**src/rtl/mbr_pkg.sv**
```systemverilog
package mbr_pkg;
  localparam int unsigned DW       = 16;
  localparam int          RD_BIT   = 15;
  localparam int          WR_BIT   = 14;
  localparam int          BANK_LO  = 11;
  localparam int          TEST_BIT = 10;
  localparam int          RADDR_LO = 5;
  localparam int          WADDR_LO = 0;
  localparam logic [DW-1:0] TEST_ONLY = DW'(1) << TEST_BIT;

  typedef enum logic [2:0] {
    LK_IDLE, LK_Z1, LK_T1, LK_Z2, LK_OPEN
  } lock_e;

  typedef enum logic [1:0] {
    HA_CTRL  = 2'd0,
    HA_WDATA = 2'd1,
    HA_RDATA = 2'd2,
    HA_NONE  = 2'd3
  } haddr_e;
endpackage

```
**src/rtl/lock_seq.sv**
```systemverilog
module lock_seq
  import mbr_pkg::*;
(
  input  logic          clk_i,
  input  logic          rst_ni,
  input  logic          ctrl_we_i,
  input  logic [DW-1:0] ctrl_val_i,
  output logic          open_o
);
  lock_e state_q, state_d;

  always_comb begin
    state_d = state_q;
    if (ctrl_we_i) begin
      if (ctrl_val_i == '0) begin
        // zero relocks or restarts; only completes step three from T1
        state_d = (state_q == LK_T1) ? LK_Z2 : LK_Z1;
      end else if (ctrl_val_i == TEST_ONLY) begin
        unique case (state_q)
          LK_Z1:   state_d = LK_T1;
          LK_Z2:   state_d = LK_OPEN;
          LK_OPEN: state_d = LK_OPEN;
          default: state_d = LK_IDLE;
        endcase
      end else begin
        state_d = (state_q == LK_OPEN) ? LK_OPEN : LK_IDLE;
      end
    end
  end

  always_ff @(posedge clk_i or negedge rst_ni) begin
    if (!rst_ni) state_q <= LK_IDLE;
    else         state_q <= state_d;
  end

  assign open_o = (state_q == LK_OPEN);

  AST_ZERO_RELOCKS: assert property (@(posedge clk_i) disable iff (!rst_ni)
    (ctrl_we_i && ctrl_val_i == '0) |=> !open_o);

  AST_OPEN_AFTER_TEST: assert property (@(posedge clk_i) disable iff (!rst_ni)
    $rose(open_o) |-> $past(ctrl_we_i && ctrl_val_i == TEST_ONLY));
endmodule

```
**src/rtl/bank_file.sv**
```systemverilog
module bank_file
  import mbr_pkg::*;
#(
  parameter int BANK_W = 2,
  parameter int ADDR_W = 5
) (
  input  logic              clk_i,
  input  logic              rst_ni,
  input  logic              we_i,
  input  logic [BANK_W-1:0] wbank_i,
  input  logic [ADDR_W-1:0] waddr_i,
  input  logic [DW-1:0]     wdata_i,
  input  logic [BANK_W-1:0] rbank_i,
  input  logic [ADDR_W-1:0] raddr_i,
  output logic [DW-1:0]     rdata_o
);
  localparam int BANKS = 1 << BANK_W;
  localparam int DEPTH = 1 << ADDR_W;

  logic [DW-1:0] words [BANKS];
  logic [BANKS-1:0] we_vec;

  for (genvar b = 0; b < BANKS; b++) begin : g_bank
    logic [DW-1:0] mem [DEPTH];
    assign we_vec[b] = we_i && (wbank_i == BANK_W'(b));

    always_ff @(posedge clk_i or negedge rst_ni) begin
      if (!rst_ni) begin
        for (int i = 0; i < DEPTH; i++) mem[i] <= '0;
      end else if (we_vec[b]) begin
        mem[waddr_i] <= wdata_i;
      end
    end

    assign words[b] = mem[raddr_i];
  end

  assign rdata_o = words[rbank_i];

  AST_ONE_BANK_WRITE: assert property (@(posedge clk_i) disable iff (!rst_ni)
    $onehot0(we_vec));
endmodule

```
**src/rtl/mgmt_bank_regs.sv**
```systemverilog
module mgmt_bank_regs
  import mbr_pkg::*;
#(
  parameter int BANK_W = 2,
  parameter int ADDR_W = 5
) (
  input  logic          clk_i,
  input  logic          rst_ni,
  input  logic          host_we_i,
  input  logic [1:0]    host_addr_i,
  input  logic [DW-1:0] host_wdata_i,
  output logic [DW-1:0] host_rdata_o
);
  logic [DW-1:0] ctrl_q, wdata_q, rdata_q, bank_word;
  logic          ctrl_we, open, rd_req, wr_req, xfer_ok, bank_we, bank_re;
  logic [BANK_W-1:0] sel_bank;
  logic [ADDR_W-1:0] rd_addr, wr_addr;

  assign ctrl_we  = host_we_i && (host_addr_i == HA_CTRL);
  assign rd_req   = host_wdata_i[RD_BIT];
  assign wr_req   = host_wdata_i[WR_BIT];
  assign sel_bank = host_wdata_i[BANK_LO +: BANK_W];
  assign rd_addr  = host_wdata_i[RADDR_LO +: ADDR_W];
  assign wr_addr  = host_wdata_i[WADDR_LO +: ADDR_W];

  // exactly one direction flag; both set is a no-op
  assign xfer_ok = ctrl_we && open && (rd_req ^ wr_req);
  assign bank_we = xfer_ok && wr_req;
  assign bank_re = xfer_ok && rd_req;

  lock_seq u_lock (
    .clk_i      (clk_i),
    .rst_ni     (rst_ni),
    .ctrl_we_i  (ctrl_we),
    .ctrl_val_i (host_wdata_i),
    .open_o     (open)
  );

  bank_file #(.BANK_W(BANK_W), .ADDR_W(ADDR_W)) u_banks (
    .clk_i   (clk_i),
    .rst_ni  (rst_ni),
    .we_i    (bank_we),
    .wbank_i (sel_bank),
    .waddr_i (wr_addr),
    .wdata_i (wdata_q),
    .rbank_i (sel_bank),
    .raddr_i (rd_addr),
    .rdata_o (bank_word)
  );

  always_ff @(posedge clk_i or negedge rst_ni) begin
    if (!rst_ni) begin
      ctrl_q  <= '0;
      wdata_q <= '0;
      rdata_q <= '0;
    end else begin
      if (ctrl_we) ctrl_q <= host_wdata_i;
      if (host_we_i && host_addr_i == HA_WDATA) wdata_q <= host_wdata_i;
      if (bank_re) rdata_q <= bank_word;
    end
  end

  always_comb begin
    unique case (host_addr_i)
      HA_CTRL:  host_rdata_o = ctrl_q;
      HA_WDATA: host_rdata_o = wdata_q;
      HA_RDATA: host_rdata_o = rdata_q;
      default:  host_rdata_o = '0;
    endcase
  end

  AST_LOCKED_NO_RESULT: assert property (@(posedge clk_i) disable iff (!rst_ni)
    (ctrl_we && !open) |=> $stable(rdata_q));

  AST_BOTH_FLAGS_NOP: assert property (@(posedge clk_i) disable iff (!rst_ni)
    (ctrl_we && rd_req && wr_req) |=> $stable(rdata_q));

  AST_RESULT_ONLY_ON_READ: assert property (@(posedge clk_i) disable iff (!rst_ni)
    !(ctrl_we && rd_req) |=> $stable(rdata_q));
endmodule

```
**config.mk**
```make
export PLATFORM = sky130hd
export DESIGN_NAME = mgmt_bank_regs
export DESIGN_NICKNAME = d
export VERILOG_FILES = /design/src/rtl/mbr_pkg.sv /design/src/rtl/lock_seq.sv /design/src/rtl/bank_file.sv /design/src/rtl/mgmt_bank_regs.sv
export SDC_FILE = /design/constraint.sdc
export NUM_CORES = 2
export LEC_CHECK = 0
export ABC_AREA = 1
export BUFFER_PORTS_ARGS = -buffer_cell sky130_fd_sc_hd__buf_4
export CORE_UTILIZATION = 29
export DETAILED_ROUTE_END_ITERATION = 10
export PLACE_DENSITY = 0.51
export SYNTH_ARGS = -nofsm -noshare
export SYNTH_HDL_FRONTEND = slang
export SYNTH_SLANG_ARGS = --single-unit
```
**constraint.sdc**
```tcl
create_clock -name clk_i -period 1.94 [get_ports clk_i]
set_input_delay 0.097 -clock clk_i [delete_from_list [all_inputs] [get_ports clk_i]]
set_output_delay 0.097 -clock clk_i [all_outputs]
set_load 0.01 [all_outputs]
```
==> impl_metrics.json <==
{
  "htree_levels": 4,
  "post-route-period-util": 1.15,
  "ir_worst_vdd_v": 0.000818,
  "slew_headroom": 0.513,
  "fin_nets": 12300,
  "wl_per_cell_um": 22.4,
  "power_w": 0.102,
  "clock_path_buffers": 3,
  "portBuffers": 36,
  "die_w_um": 577,
  "dieArea_mm2": 0.332,
  "io_pins": 37,
  "finalWirelength_mm": 377,
  "clock.fmax_mhz": 448,
  "viasPerCell": 5.13,
  "cts_made_buffers": 236,
  "clockRootBuffer": "clkbuf_16",
  "grt_pass1_vias": 79800,
  "cts_sinks": 2099,
  "drc": 0,
  "drt_iter0_markers": 10200,
  "row_count": 210,
  "worstPathRequired_ns": 2.71,
  "grt_usage": 0.213,
  "final_area_mm2": 0.120,
  "power_density_mw_per_mm2": 848,
  "rrSetupSlack_ns": -0.29,
  "cap_violations": 0,
  "fin_util": 0.367,
  "worstReg2RegStart": "u_lock.state_q[1]",
  "ant_nets": 0,
  "fin_worst_skew_ns": 0.0655,
  "fillerInstances": 33900,
  "crit_type": "reg -> reg",
  "synth_nets": 12200,
  "die_h_um": 577,
  "stdcell_count": 16800,
  "r2r_end": "u_banks.g_bank[0].mem[61]",
  "synth-warning-count": 0,
  "grt.overflow.total": 0,
  "core_area_mm2": 0.328,
  "route.vias.total": 86400,
  "endpoint_kind": "flop",
  "antenna_found_initial": 11,
  "grt_max_degree": 96,
  "synth_cell_types": 27,
  "cp.arrival_ns": 3.01,
  "violations": "negative setup slack",
  "place_area_mm2": 0.107,
  "dp.cells": 16200,
  "grt_pass1_wl_mm": 540,
  "synth_area_leader_cell": "dfrtp_1",
  "cp-endpoint": "u_banks.g_bank[0].mem[61]",
  "tightest_slew_ns": 0.728,
  "finalHoldViolations": 0,
  "initial_core_util": 0.292,
  "routabilityCongestion": 0.864,
  "cp-start-kind": "flop",
  "cts_tree": "built",
  "seq_area_frac_synth": 0.549,
  "firstDrtPassIters": 8,
  "period_needed_ns": 2.23,
  "clock_latency_ns": 0.93,
  "area_growth_pct": 25.8,
  "p_leak_nw": 53.2,
  "place_ws_ns": -1.00,
  "fin_ws_ns": -0.293,
  "r2r_cells": 12,
  "crit_fanout": 32,
  "syn-cell-area_mm2": 0.0957,
  "outcome": "finished with violations",
  "place_hpwl_mm": 228,
  "drive_gt1_frac": 0.146,
  "setup-violations-final": 2070,
  "synth_area_per_cell_um2": 7.89,
  "min_path_type": "in -> reg",
  "clk_pin_slew_ns": 0.06,
  "final_max_slew_viol_count": 0,
  "startpoint": "u_lock.state_q[1]",
  "yosysTopAreaCellShare": 0.549,
  "syn-instance-count": 12100,
  "synthTopCellsByArea": "dfrtp_1 (55%), nand2_1 (18%), nand3_1 (8.6%)",
  "rsz0062_at_grt": "true",
  "ys_seq_elements": 2099
}
[what timing repair did]
action                     in CTS  in global routing
pin swaps                      11                 37
hold buffers                   27                  0
hold endpoints to repair     2573                  0
gates resized for setup       119                514
setup buffers                  26                  7
setup endpoints to repair    1945               2079
cloned                         18                 78
[worst min path at each step]
stage                startpoint                    endpoint  slack, ns  cells after the start
2_1_floorplan            rst_ni                   ctrl_q[0]      -0.20                      0
3_3_place_gp             rst_ni  u_banks.g_bank[3].mem[218]     -0.003                      1
3_5_place_dp             rst_ni  u_banks.g_bank[3].mem[218]     -0.008                      1
4_1_cts        host_wdata_i[13]                 wdata_q[13]      0.009                      4
5_1_grt         host_wdata_i[8]                   ctrl_q[8]       0.08                      5
6_report       host_wdata_i[13]                 wdata_q[13]       0.08                      4
[power breakdown]
part | internal, W | leakage (nW) | total [W] | switching (W)
Clock | 0.0268 | 3.95 | 0.0465 | 0.0197
Sequential | 0.0440 | 29.3 | 0.0442 | 0.000222
Combinational | 0.00303 | 20.0 | 0.0114 | 0.00835
[flip-flops by register name, indices dropped and copies added, names as in the netlist]
register            cells
rdata_q                16
ctrl_q                 16
wdata_q                16
u_lock.state_q          3
u_banks.g_bank.mem   2048
[kinds of logic after synthesis]
family	after synthesis	synth area share
and+or+nand+nor	6587	0.282
AOI/OAI and AO/OA	2187	0.115
DFF	2099	0.549
buffers and inverters	1261	0.0541
adders and majority gates	1	0.000131
[cell usage after synthesis (all sizes together)]
master and n:
nand2 4681, o21ai 2161, dfrtp 2099, nand3 1647, clkbuf 703, buf 371
nor2 251, inv 184, o211ai 23, nor3 4, clkinv 3, a21oi 2
nand4 2, nor4 2, a31oi 1, ha 1
[per-stage QoR]
step / TNS [ns] / hold slack [ns]
after floorplan: 0 / -0.199
after global placement: -80.16 / -0.00324
after detailed placement: -91.93 / -0.00842
after CTS: -215.68 / 0.00860
after global routing: -475.24 / 0.0768
final: -317.22 / 0.0825
[critical path, stage by stage (launching register included)]
cell     delay (ns)
dfrtp_1        0.41
nor3_4         0.26
nand4_4        0.11
buf_12         0.17
buf_6          0.12
nor3_4         0.18
buf_6          0.16
buf_12         0.13
buf_12         0.12
nand2_2        0.07
buf_12         0.17
nand2_1        0.07
o21ai_1        0.05
[cell usage in the layout (no fill, tap or decap), drive strengths merged]
cell            n
a21oi           2
a31oi           1
buf           899
bufbuf          2
bufinv         18
clkbuf        413
clkinv         61
clkinvlp       10
dfrtp        2099
diode           2
dlygate4sd3    25
ha              1
inv           193
nand2        4681
nand3        1647
nand4           2
nor2          251
nor3            4
nor4            2
o211ai         23
o21ai        2161
[layout make-up]
type | instances | area [um2] | share of cell area
inverters | 187 | 902 | 0.00749
diodes | 2 | 5.00 | 0.0000415
repair inverters | 5 | 41.3 | 0.000343
flip-flops and latches | 2099 | 52500 | 0.436
multi-input cells | 8775 | 40200 | 0.334
repair buffers | 989 | 13300 | 0.110
clock buffers | 350 | 6910 | 0.0574
well taps | 4346 | 5440 | 0.0451
clock inverters | 90 | 1140 | 0.00947
[per-layer routing]
metal,track usage,share of wire,vias to the layer above
met5,0,0,-
met4,0.0616,0.030,0
met3,0.0265,0.067,510
met2,0.334,0.45,3135
met1,0.306,0.45,42700
li1,-,-,40100
No activity file was read; power rests on OpenSTA's default activity.
